**src/rtl/hs_bus_pkg.sv**
```systemverilog
package hs_bus_pkg;
  typedef enum logic [1:0] {M_IDLE, M_SETUP, M_WAIT_ACK, M_WAIT_LOW} mst_state_e;
  typedef enum logic [1:0] {S_IDLE, S_ACCESS, S_ACK} slv_state_e;
endpackage

```
**src/rtl/hs_sync.sv**
```systemverilog
module hs_sync #(
  parameter int STAGES = 2
) (
  input  logic clk,
  input  logic rst_n,
  input  logic d,
  output logic q
);
  logic [STAGES-1:0] sh_q;

  always_ff @(posedge clk or negedge rst_n) begin
    if (!rst_n) sh_q <= '0;
    else        sh_q <= {sh_q[STAGES-2:0], d};
  end

  assign q = sh_q[STAGES-1];
endmodule

```
**src/rtl/hs_master.sv**
```systemverilog
module hs_master
  import hs_bus_pkg::*;
#(
  parameter int AW          = 8,
  parameter int DW          = 8,
  parameter int DECODE_CYC  = 3,
  parameter int TIMEOUT_CYC = 16
) (
  input  logic          clk,
  input  logic          rst_n,
  input  logic          cmd_valid,
  input  logic          cmd_write,
  input  logic [AW-1:0] cmd_addr,
  input  logic [DW-1:0] cmd_wdata,
  output logic          cmd_busy,
  output logic          cmd_done,
  output logic          cmd_timeout,
  output logic [DW-1:0] cmd_rdata,
  input  logic          ack_s,
  input  logic [DW-1:0] bus_data_in,
  output logic          bus_own,
  output logic          bus_req,
  output logic          bus_write,
  output logic [AW-1:0] bus_addr,
  output logic [DW-1:0] mst_wdata
);
  localparam int CMAX = (DECODE_CYC > TIMEOUT_CYC) ? DECODE_CYC : TIMEOUT_CYC;
  localparam int CW   = $clog2(CMAX + 1);
  localparam logic [CW-1:0] DEC_LAST = CW'(DECODE_CYC - 1);
  localparam logic [CW-1:0] TO_LAST  = CW'(TIMEOUT_CYC - 1);

  mst_state_e    state_q, state_d;
  logic [CW-1:0] cnt_q, cnt_d;
  logic          done_q, done_d, to_q, to_d;
  logic          load_en, cap_en;
  logic [AW-1:0] addr_q;
  logic [DW-1:0] wdata_q, rdata_q;
  logic          wr_q;

  always_comb begin
    state_d = state_q;
    cnt_d   = cnt_q;
    done_d  = 1'b0;
    to_d    = 1'b0;
    load_en = 1'b0;
    cap_en  = 1'b0;
    unique case (state_q)
      M_IDLE: begin
        if (cmd_valid && !ack_s) begin
          state_d = M_SETUP;
          cnt_d   = '0;
          load_en = 1'b1;
        end
      end
      M_SETUP: begin
        if (cnt_q == DEC_LAST) begin
          state_d = M_WAIT_ACK;
          cnt_d   = '0;
        end else begin
          cnt_d = cnt_q + 1'b1;
        end
      end
      M_WAIT_ACK: begin
        if (ack_s) begin
          state_d = M_WAIT_LOW;
          cap_en  = 1'b1;
        end else if (cnt_q == TO_LAST) begin
          state_d = M_IDLE;
          to_d    = 1'b1;
        end else begin
          cnt_d = cnt_q + 1'b1;
        end
      end
      M_WAIT_LOW: begin
        if (!ack_s) begin
          state_d = M_IDLE;
          done_d  = 1'b1;
        end
      end
      default: state_d = M_IDLE;
    endcase
  end

  always_ff @(posedge clk or negedge rst_n) begin
    if (!rst_n) begin
      state_q <= M_IDLE;
      cnt_q   <= '0;
      done_q  <= 1'b0;
      to_q    <= 1'b0;
      addr_q  <= '0;
      wdata_q <= '0;
      wr_q    <= 1'b0;
      rdata_q <= '0;
    end else begin
      state_q <= state_d;
      cnt_q   <= cnt_d;
      done_q  <= done_d;
      to_q    <= to_d;
      if (load_en) begin
        addr_q  <= cmd_addr;
        wdata_q <= cmd_wdata;
        wr_q    <= cmd_write;
      end
      if (cap_en) rdata_q <= bus_data_in;
    end
  end

  assign bus_own     = (state_q != M_IDLE);
  assign bus_req     = (state_q == M_WAIT_ACK);
  assign cmd_busy    = bus_own;
  assign cmd_done    = done_q;
  assign cmd_timeout = to_q;
  assign cmd_rdata   = rdata_q;
  assign bus_write   = wr_q;
  assign bus_addr    = addr_q;
  assign mst_wdata   = wdata_q;
endmodule

```
**src/rtl/hs_slave.sv**
```systemverilog
module hs_slave
  import hs_bus_pkg::*;
#(
  parameter int AW = 8,
  parameter int DW = 8
) (
  input  logic          clk,
  input  logic          rst_n,
  input  logic          req_s,
  input  logic          bus_write,
  input  logic [AW-1:0] bus_addr,
  input  logic [DW-1:0] bus_data_in,
  output logic          bus_ack,
  output logic          slv_drive,
  output logic [DW-1:0] slv_data,
  output logic          dev_sel,
  output logic          dev_write,
  output logic [AW-1:0] dev_addr,
  output logic [DW-1:0] dev_wdata,
  input  logic          dev_ready,
  input  logic [DW-1:0] dev_rdata
);
  slv_state_e    state_q, state_d;
  logic          lat_en, cap_en;
  logic [AW-1:0] addr_q;
  logic [DW-1:0] wdata_q, rdata_q;
  logic          wr_q;

  always_comb begin
    state_d = state_q;
    lat_en  = 1'b0;
    cap_en  = 1'b0;
    unique case (state_q)
      S_IDLE: begin
        if (req_s) begin
          state_d = S_ACCESS;
          lat_en  = 1'b1;
        end
      end
      S_ACCESS: begin
        if (!req_s) begin
          state_d = S_IDLE;
        end else if (dev_ready) begin
          state_d = S_ACK;
          cap_en  = 1'b1;
        end
      end
      S_ACK: begin
        if (!req_s) state_d = S_IDLE;
      end
      default: state_d = S_IDLE;
    endcase
  end

  always_ff @(posedge clk or negedge rst_n) begin
    if (!rst_n) begin
      state_q <= S_IDLE;
      addr_q  <= '0;
      wdata_q <= '0;
      wr_q    <= 1'b0;
      rdata_q <= '0;
    end else begin
      state_q <= state_d;
      if (lat_en) begin
        addr_q  <= bus_addr;
        wdata_q <= bus_data_in;
        wr_q    <= bus_write;
      end
      if (cap_en) rdata_q <= dev_rdata;
    end
  end

  assign bus_ack   = (state_q == S_ACK);
  assign slv_drive = (state_q == S_ACK) && !wr_q;
  assign slv_data  = rdata_q;
  assign dev_sel   = (state_q == S_ACCESS);
  assign dev_write = wr_q;
  assign dev_addr  = addr_q;
  assign dev_wdata = wdata_q;
endmodule

```
**src/rtl/hs_bus_top.sv**
```systemverilog
module hs_bus_top #(
  parameter int AW          = 8,
  parameter int DW          = 8,
  parameter int DECODE_CYC  = 3,
  parameter int TIMEOUT_CYC = 16,
  parameter int SYNC_STAGES = 2
) (
  input  logic          clk,
  input  logic          rst_n,
  input  logic          cmd_valid,
  input  logic          cmd_write,
  input  logic [AW-1:0] cmd_addr,
  input  logic [DW-1:0] cmd_wdata,
  output logic          cmd_busy,
  output logic          cmd_done,
  output logic          cmd_timeout,
  output logic [DW-1:0] cmd_rdata,
  output logic          bus_own,
  output logic          bus_req,
  output logic          bus_ack,
  output logic          bus_write,
  output logic [AW-1:0] bus_addr,
  output logic [DW-1:0] bus_data,
  output logic          slv_drive,
  output logic          dev_sel,
  output logic          dev_write,
  output logic [AW-1:0] dev_addr,
  output logic [DW-1:0] dev_wdata,
  input  logic          dev_ready,
  input  logic [DW-1:0] dev_rdata
);
  logic          req_s, ack_s;
  logic [DW-1:0] mst_wdata, slv_data;

  hs_sync #(.STAGES(SYNC_STAGES)) req_sync_i (
    .clk(clk), .rst_n(rst_n), .d(bus_req), .q(req_s));
  hs_sync #(.STAGES(SYNC_STAGES)) ack_sync_i (
    .clk(clk), .rst_n(rst_n), .d(bus_ack), .q(ack_s));

  hs_master #(.AW(AW), .DW(DW), .DECODE_CYC(DECODE_CYC), .TIMEOUT_CYC(TIMEOUT_CYC)) mst_i (
    .clk(clk), .rst_n(rst_n),
    .cmd_valid(cmd_valid), .cmd_write(cmd_write), .cmd_addr(cmd_addr), .cmd_wdata(cmd_wdata),
    .cmd_busy(cmd_busy), .cmd_done(cmd_done), .cmd_timeout(cmd_timeout), .cmd_rdata(cmd_rdata),
    .ack_s(ack_s), .bus_data_in(bus_data),
    .bus_own(bus_own), .bus_req(bus_req), .bus_write(bus_write), .bus_addr(bus_addr),
    .mst_wdata(mst_wdata));

  hs_slave #(.AW(AW), .DW(DW)) slv_i (
    .clk(clk), .rst_n(rst_n),
    .req_s(req_s), .bus_write(bus_write), .bus_addr(bus_addr), .bus_data_in(bus_data),
    .bus_ack(bus_ack), .slv_drive(slv_drive), .slv_data(slv_data),
    .dev_sel(dev_sel), .dev_write(dev_write), .dev_addr(dev_addr), .dev_wdata(dev_wdata),
    .dev_ready(dev_ready), .dev_rdata(dev_rdata));

  // Resolved shared data path: slave read drive, else master write drive.
  always_comb begin
    if (slv_drive)                 bus_data = slv_data;
    else if (bus_own && bus_write) bus_data = mst_wdata;
    else                           bus_data = '0;
  end
endmodule

```
**config.mk**
```make
export PLATFORM = sky130hd
export DESIGN_NAME = hs_bus_top
export DESIGN_NICKNAME = d
export VERILOG_FILES = /design/src/rtl/hs_bus_pkg.sv /design/src/rtl/hs_sync.sv /design/src/rtl/hs_master.sv /design/src/rtl/hs_slave.sv /design/src/rtl/hs_bus_top.sv
export SDC_FILE = /design/constraint.sdc
export NUM_CORES = 1
export LEC_CHECK = 0
export ABC_AREA = 1
export BUFFER_PORTS_ARGS = -buffer_cell sky130_fd_sc_hd__buf_4
export CAP_MARGIN = 20
export CORE_ASPECT_RATIO = 0.7
export CORE_MARGIN = 1.5
export CORE_UTILIZATION = 50
export DETAILED_ROUTE_END_ITERATION = 8
export PLACE_DENSITY = 0.73
export SYNTH_ARGS = -nofsm -noshare
export SYNTH_HDL_FRONTEND = slang
export SYNTH_HIERARCHICAL = 1
export SYNTH_SLANG_ARGS = --single-unit
```
**constraint.sdc**
```tcl
create_clock -name clk -period 1.8 [get_ports clk]
set_input_delay 0.36 -clock clk [delete_from_list [all_inputs] [get_ports clk]]
set_output_delay 0.36 -clock clk [all_outputs]
set_load 0.01 [all_outputs]
```
==> reports/results.ini, run 1 <==
[synthesis]
synth_cells=308
ys_ff_latch=65
syn-mean-instance-area_um2=9.67
synthAdderAreaFrac_pct=3.36
synthSimpleGateAreaFrac_pct=24.7
yosysSeqAreaShare_pct=54.6
synth_compound_area_share_pct=0.504
syn_nets=345
yosys_warnings=6
muxShareOfSynthArea_pct=10.7
synth_top_family_by_area=simple AND/OR/NAND/NOR gates
synth_xor_area_share_pct=0
ys_types=20
netlist_area_mm2=0.00298

[cts]
clkTransAtPathRegs_ns=0.07
cts.sinks=65
clockRootBuffer=clkbuf_8
cts_tree=built
clockBufferDepth=2
htree_num_levels=3
numCtsBuffers=9
clock_latency_ns=0.34

[setup_path]
path_class=flop to output pin
endpoint_kind=output pin
crit_slowest_cell=dfrtp_1
arrival_ns=1.53
startpoint=slv_i/state_q[1]
crit_path_max_fanout=9
start_kind=flop
ff2ff_path_depth=9
rrSetupSlack_ns=0.13
crit_path_end=bus_data[2]
cp_cell_sequence=inv_2, nor3_4, buf_12, nor2_1, nand2_1, nand2_2, buf_6
worstReg2RegStart=slv_i/state_q[1]
slowest_delay_ns=0.37
reg2reg_to=mst_i/cmd_rdata[7]
worstPathRequired_ns=1.44

[floorplanning]
row_count=23
dieHeight_um=67.6
die_w_um=95.3
initial_core_util_pct=52.0
die_area_mm2=0.00644
io_pins=79
core_mm2=0.00573

[sta]
fmax_ghz=0.528
grt_setup_unrepaired=yes
finClkSkew_ns=0.00665
finalCritPeriodShare_pct=105
tightestPinTransition_ns=0.466
hold_ws_ns=0.243
setup_slack_ns=-0.0937
drv_slew=0
finalCriticalPeriod_ns=1.89
relSlewSlack_pct=68.9
setup-tns-final_ns=-0.428
hold_viol=0
setup_viol=8

[route]
routed_wl_mm=7.29
via_count=2456
drc=0
drt_iter0_drc=120
wl_per_cell_um=14.7
firstDrtPassIters=4
ant_nets=0
viasPerCell=4.96

[layout]
layout-drive-gt1-share_pct=42.4
final_cell_mix=nand2_1, buf_4, dfrtp_1
n_antenna_cell=0
layout_commonest_cell=nand2_1
area.growth.synth_to_final_pct=38.9
layout.nets=452
final_core_util_pct=72.3

[pwr]
pwr-share-seq_pct=35.5
clkPwrFrac_pct=19.3
p_int_mw=4.08
peakVddDrop_mv=0.739
power_mw=6.48
switching_share_pct=37.1
p_comb_share_pct=45.2
p_leak_nw=2.32
p_per_area_mw_per_mm2=1570
power.switching_mw=2.40

[job]
drv_cap=0

[global_route]
grt_use_total_pct=24.2
grt_max_degree=37
antenna_found_initial=0
grt_pass1_vias=2320
grt_pass1_wl_mm=11.4
overflow=0

[status]
violations=setup timing
outcome=finished with violations

[place]
hpwlAfterDp_mm=5.11
io_buffers=78
post-place-ws_ns=0.135
routabilityCongestion=0.858

[min_path]
min_path_type=primary input to flop

==> kinds of logic after synthesis <==
family          after synthesis
simple gates                169
mux                          25
fa+ha+maj                     8
compound gates                3
flops                        65
buf+inv                      38
==> synthesized netlist by cell type <==
cell       n  share of area (%)
nand3_4    1               0.59
o21ai_0    2               0.34
mux2_2    15                5.7
mux2_4    10                5.0
nand3_1   31                5.2
nor2_4     1               0.38
nor2_2     4               0.84
nand2_1  107                 13
inv_1     27                3.4
nand2_4    2               0.76
buf_2      3               0.50
inv_2      2               0.25
buf_4      2               0.50
nor3_1     2               0.34
ha_1       8                3.4
nand4_1    5                1.0
buf_6      4                1.5
nor2_1    16                2.0
a21oi_1    1               0.17
dfrtp_1   65                 55
==> power groups by stage <==
stage | clock (mW) | sequential [mW] | combinational (mW)
after global placement | 0 | 2.28 | 2.56
final | 1.25 | 2.30 | 2.93
after floorplan | 0 | 2.38 | 1.39
after detailed placement | 0 | 2.30 | 2.64
after global routing | 1.34 | 2.36 | 3.19
after CTS | 1.28 | 2.29 | 2.92
==> state kept, by name (all words and copies together) (netlist names) <==
name	flops
slv_i/dev_addr	8
mst_i/cmd_timeout	1
ack_sync_i/sh_q	2
mst_i/cmd_done	1
mst_i/cnt_q	5
mst_i/bus_write	1
slv_i/slv_data	8
mst_i/state_q	2
mst_i/cmd_rdata	8
slv_i/dev_wdata	8
mst_i/mst_wdata	8
mst_i/bus_addr	8
slv_i/state_q	2
req_sync_i/sh_q	2
slv_i/dev_write	1
==> per-stage QoR <==
step / cells / cell area [um^2]
after floorplan: 308 / 2980
after global placement: 467 / 3730
after detailed placement: 467 / 3730
after CTS: 494 / 4140
after global routing: 495 / 4140
final: 495 / 4140
==> layout make-up <==
| class | count | area, um^2 |
|---|---|---|
| fillers | 423 | 1590 |
| inverters | 29 | 109 |
| clock buffers | 10 | 138 |
| clock inverters | 6 | 67.6 |
| well taps | 75 | 93.8 |
| multi-input cells | 205 | 1250 |
| repair buffers | 105 | 857 |
| flip-flops and latches | 65 | 1630 |
==> worst max-delay path: cells and delay by family (launching register included) <==
kind          cells  cell delay, ns
buf+inv           3            0.36
flops             1            0.37
simple gates      4            0.46
==> how the worst min path moves through the flow <==
stage                      start            endpoint  slack (ns)  cells after the start
global placement           rst_n      mst_i/cnt_q[2]        0.32                      1
finish               cmd_addr[1]   mst_i/bus_addr[1]        0.24                      2
detailed placement         rst_n      mst_i/cnt_q[4]        0.32                      1
CTS                 cmd_wdata[2]  mst_i/mst_wdata[2]        0.23                      2
floorplan                  rst_n  ack_sync_i/sh_q[0]        0.06                      0
global route         cmd_addr[3]   mst_i/bus_addr[3]        0.22                      2
==> per-layer routing <==
layer	GRT usage, %	share of wire [%]	routed length, um
met3	6.98	7.0	507
met2	36.6	47	3450
met5	0	0	0
met1	32.9	45	3270
met4	9.14	0.85	62
==> what timing repair did <==
action,4_1_cts,5_1_grt
setup endpoints to repair,8,14
resized for setup,36,3
endpoints found under the hold margin,29,0
hold buffers,1,0
cloned,1,0
buffers inserted,9,2
pin swaps,9,4
No activity file was read; power rests on OpenSTA's default activity.
==> inputs of run 2 (changes only) <==
==> constraint.sdc (replaced) <==
create_clock -name clk -period 1.8 [get_ports clk]
set_input_delay 0.09 -clock clk [delete_from_list [all_inputs] [get_ports clk]]
set_output_delay 0.09 -clock clk [all_outputs]
set_load 0.01 [all_outputs]
==> reports/results.ini, run 2 (synthesis results as in run 1) <==
[setup_path]
reg2reg_to=mst_i/cnt_q[0]
arrival_ns=1.61
worstPathRequired_ns=1.71
startpoint=mst_i/state_q[0]
crit_path_max_fanout=8
rrSetupSlack_ns=0.17
crit_path_end=bus_data[5]
path_class=flop to output pin
endpoint_kind=output pin
ff2ff_path_depth=10
start_kind=flop
worstReg2RegStart=mst_i/cnt_q[1]

[pwr]
p_int_mw=3.94
peakVddDrop_mv=0.890
p_comb_share_pct=42.0
power_mw=6.24
clkPwrFrac_pct=20.9
switching_share_pct=36.8
p_leak_nw=2.32
power.switching_mw=2.30
pwr-share-seq_pct=37.2
p_per_area_mw_per_mm2=1500

[place]
dp.cells=460
hpwlAfterDp_mm=5.13
io_buffers=78
post-place-ws_ns=0.138
routabilityCongestion=0.875

[route]
drt_iter0_drc=182
routed_wl_mm=7.48
wl_per_cell_um=14.8
via_count=2451
drc=0
ant_nets=0
firstDrtPassIters=4
viasPerCell=4.86

[sta]
hold_viol=0
fmax_ghz=0.588
finalCritPeriodShare_pct=94.5
grt_setup_unrepaired=no
drv_slew=0
finalCriticalPeriod_ns=1.70
setup_viol=0
relSlewSlack_pct=46.3
setup-tns-final_ns=0
setup_slack_ns=0.0983
tightestPinTransition_ns=0.806
finClkSkew_ns=0.00817

[cts]
clkTransAtPathRegs_ns=0.06
clock_latency_ns=0.34
cts_tree=built
htree_num_levels=3
clockRootBuffer=clkbuf_8
numCtsBuffers=9
cts.sinks=65
clockBufferDepth=2

[layout]
fillers=418
layout.nets=461
layout_commonest_cell=nand2_1
layout-drive-gt1-share_pct=34.5
final_cell_mix=nand2_1, buf_4, dfrtp_1
n_antenna_cell=0
area.growth.synth_to_final_pct=39.5
final_cells=504

[floorplanning]
dieHeight_um=67.6
die_w_um=95.3
row_count=23
initial_core_util_pct=52.0
core_mm2=0.00573
die_area_mm2=0.00644
io_pins=79

[min_path]
min_path_type=primary input to flop

[global_route]
grt_pass1_vias=2338
overflow=0
use_met1_pct=34.9
use_met3_pct=7.32
use_met2_pct=39.6
grt_busiest_layer=met2
grt_pass1_wl_mm=11.9
grt_use_total_pct=25.6
antenna_found_initial=0
grt_max_degree=66

[status]
outcome=complete, no violations

[job]
drv_cap=0

==> run 2: cell count changes in the layout (fill, tap and decap cells not counted), sizes merged <==
cell         previous run  this run
buf                   104        88
clkbuf                 10        12
clkinv                  3         1
dlygate4sd3             1        26
==> run 2: worst min-delay path by stage <==
stage / depth (start not counted) / startpoint / slack (ns) / to
4_1_cts: 4 / dev_ready / 0.14 / slv_i/state_q[0]
2_1_floorplan: 0 / rst_n / -0.21 / ack_sync_i/sh_q[0]
5_1_grt: 4 / dev_ready / 0.17 / slv_i/state_q[0]
6_report: 4 / dev_ready / 0.15 / slv_i/state_q[0]
3_3_place_gp: 1 / rst_n / 0.24 / req_sync_i/sh_q[1]
3_5_place_dp: 1 / rst_n / 0.23 / req_sync_i/sh_q[0]
==> run 2: cell type report <==
| type | instances | area (um^2) | area share (%) |
|---|---|---|---|
| Multi-Input combinational cell | 205 | 1190 | 28.5 |
| Clock inverter | 4 | 50.0 | 1.20 |
| Inverter | 29 | 109 | 2.62 |
| Clock buffer | 12 | 165 | 3.97 |
| Sequential cell | 65 | 1630 | 39.2 |
| Timing Repair Buffer | 114 | 925 | 22.2 |
| Tap cell | 75 | 93.8 | 2.26 |
==> run 2: per-stage QoR <==
stage	hold WS, ns	area, um^2	util (%)
after floorplan	-0.206	2980	-
after global placement	0.238	3650	63.7
after detailed placement	0.232	3650	63.7
after CTS	0.137	4140	72.3
after global routing	0.173	4160	72.6
final	0.151	4160	72.6
==> run 2: power by group through the flow <==
| stage | clock [mW] | combinational (mW) | sequential (mW) |
|---|---|---|---|
| floorplan | 0 | 1.39 | 2.38 |
| global placement | 0 | 2.43 | 2.32 |
| detailed placement | 0 | 2.47 | 2.35 |
| CTS | 1.33 | 2.59 | 2.31 |
| global route | 1.40 | 2.87 | 2.38 |
| finish | 1.30 | 2.62 | 2.32 |
==> run 2: what timing repair did <==
action	in CTS	in global routing
gates resized for setup	3	6
hold endpoints to repair	90	0
buffers inserted	2	0
endpoints found under the setup margin	8	8
pin swaps	0	1
hold buffers	26	0
==> run 2: worst max-delay path, stage by stage, from the launching register on <==
cell,delay (ns)
dfrtp_2,0.41
inv_1,0.10
ha_2,0.22
inv_2,0.07
nand2_1,0.08
inv_2,0.07
nand2_1,0.07
nand2_1,0.09
buf_4,0.16
==> run 2: layer usage <==
| layer | vias up | part of all wire [%] |
|---|---|---|
| met5 | - | 0 |
| met2 | 81 | 46 |
| met1 | 1149 | 47 |
| met3 | 11 | 5.9 |
| met4 | 0 | 0.94 |
| li1 | 1210 | - |
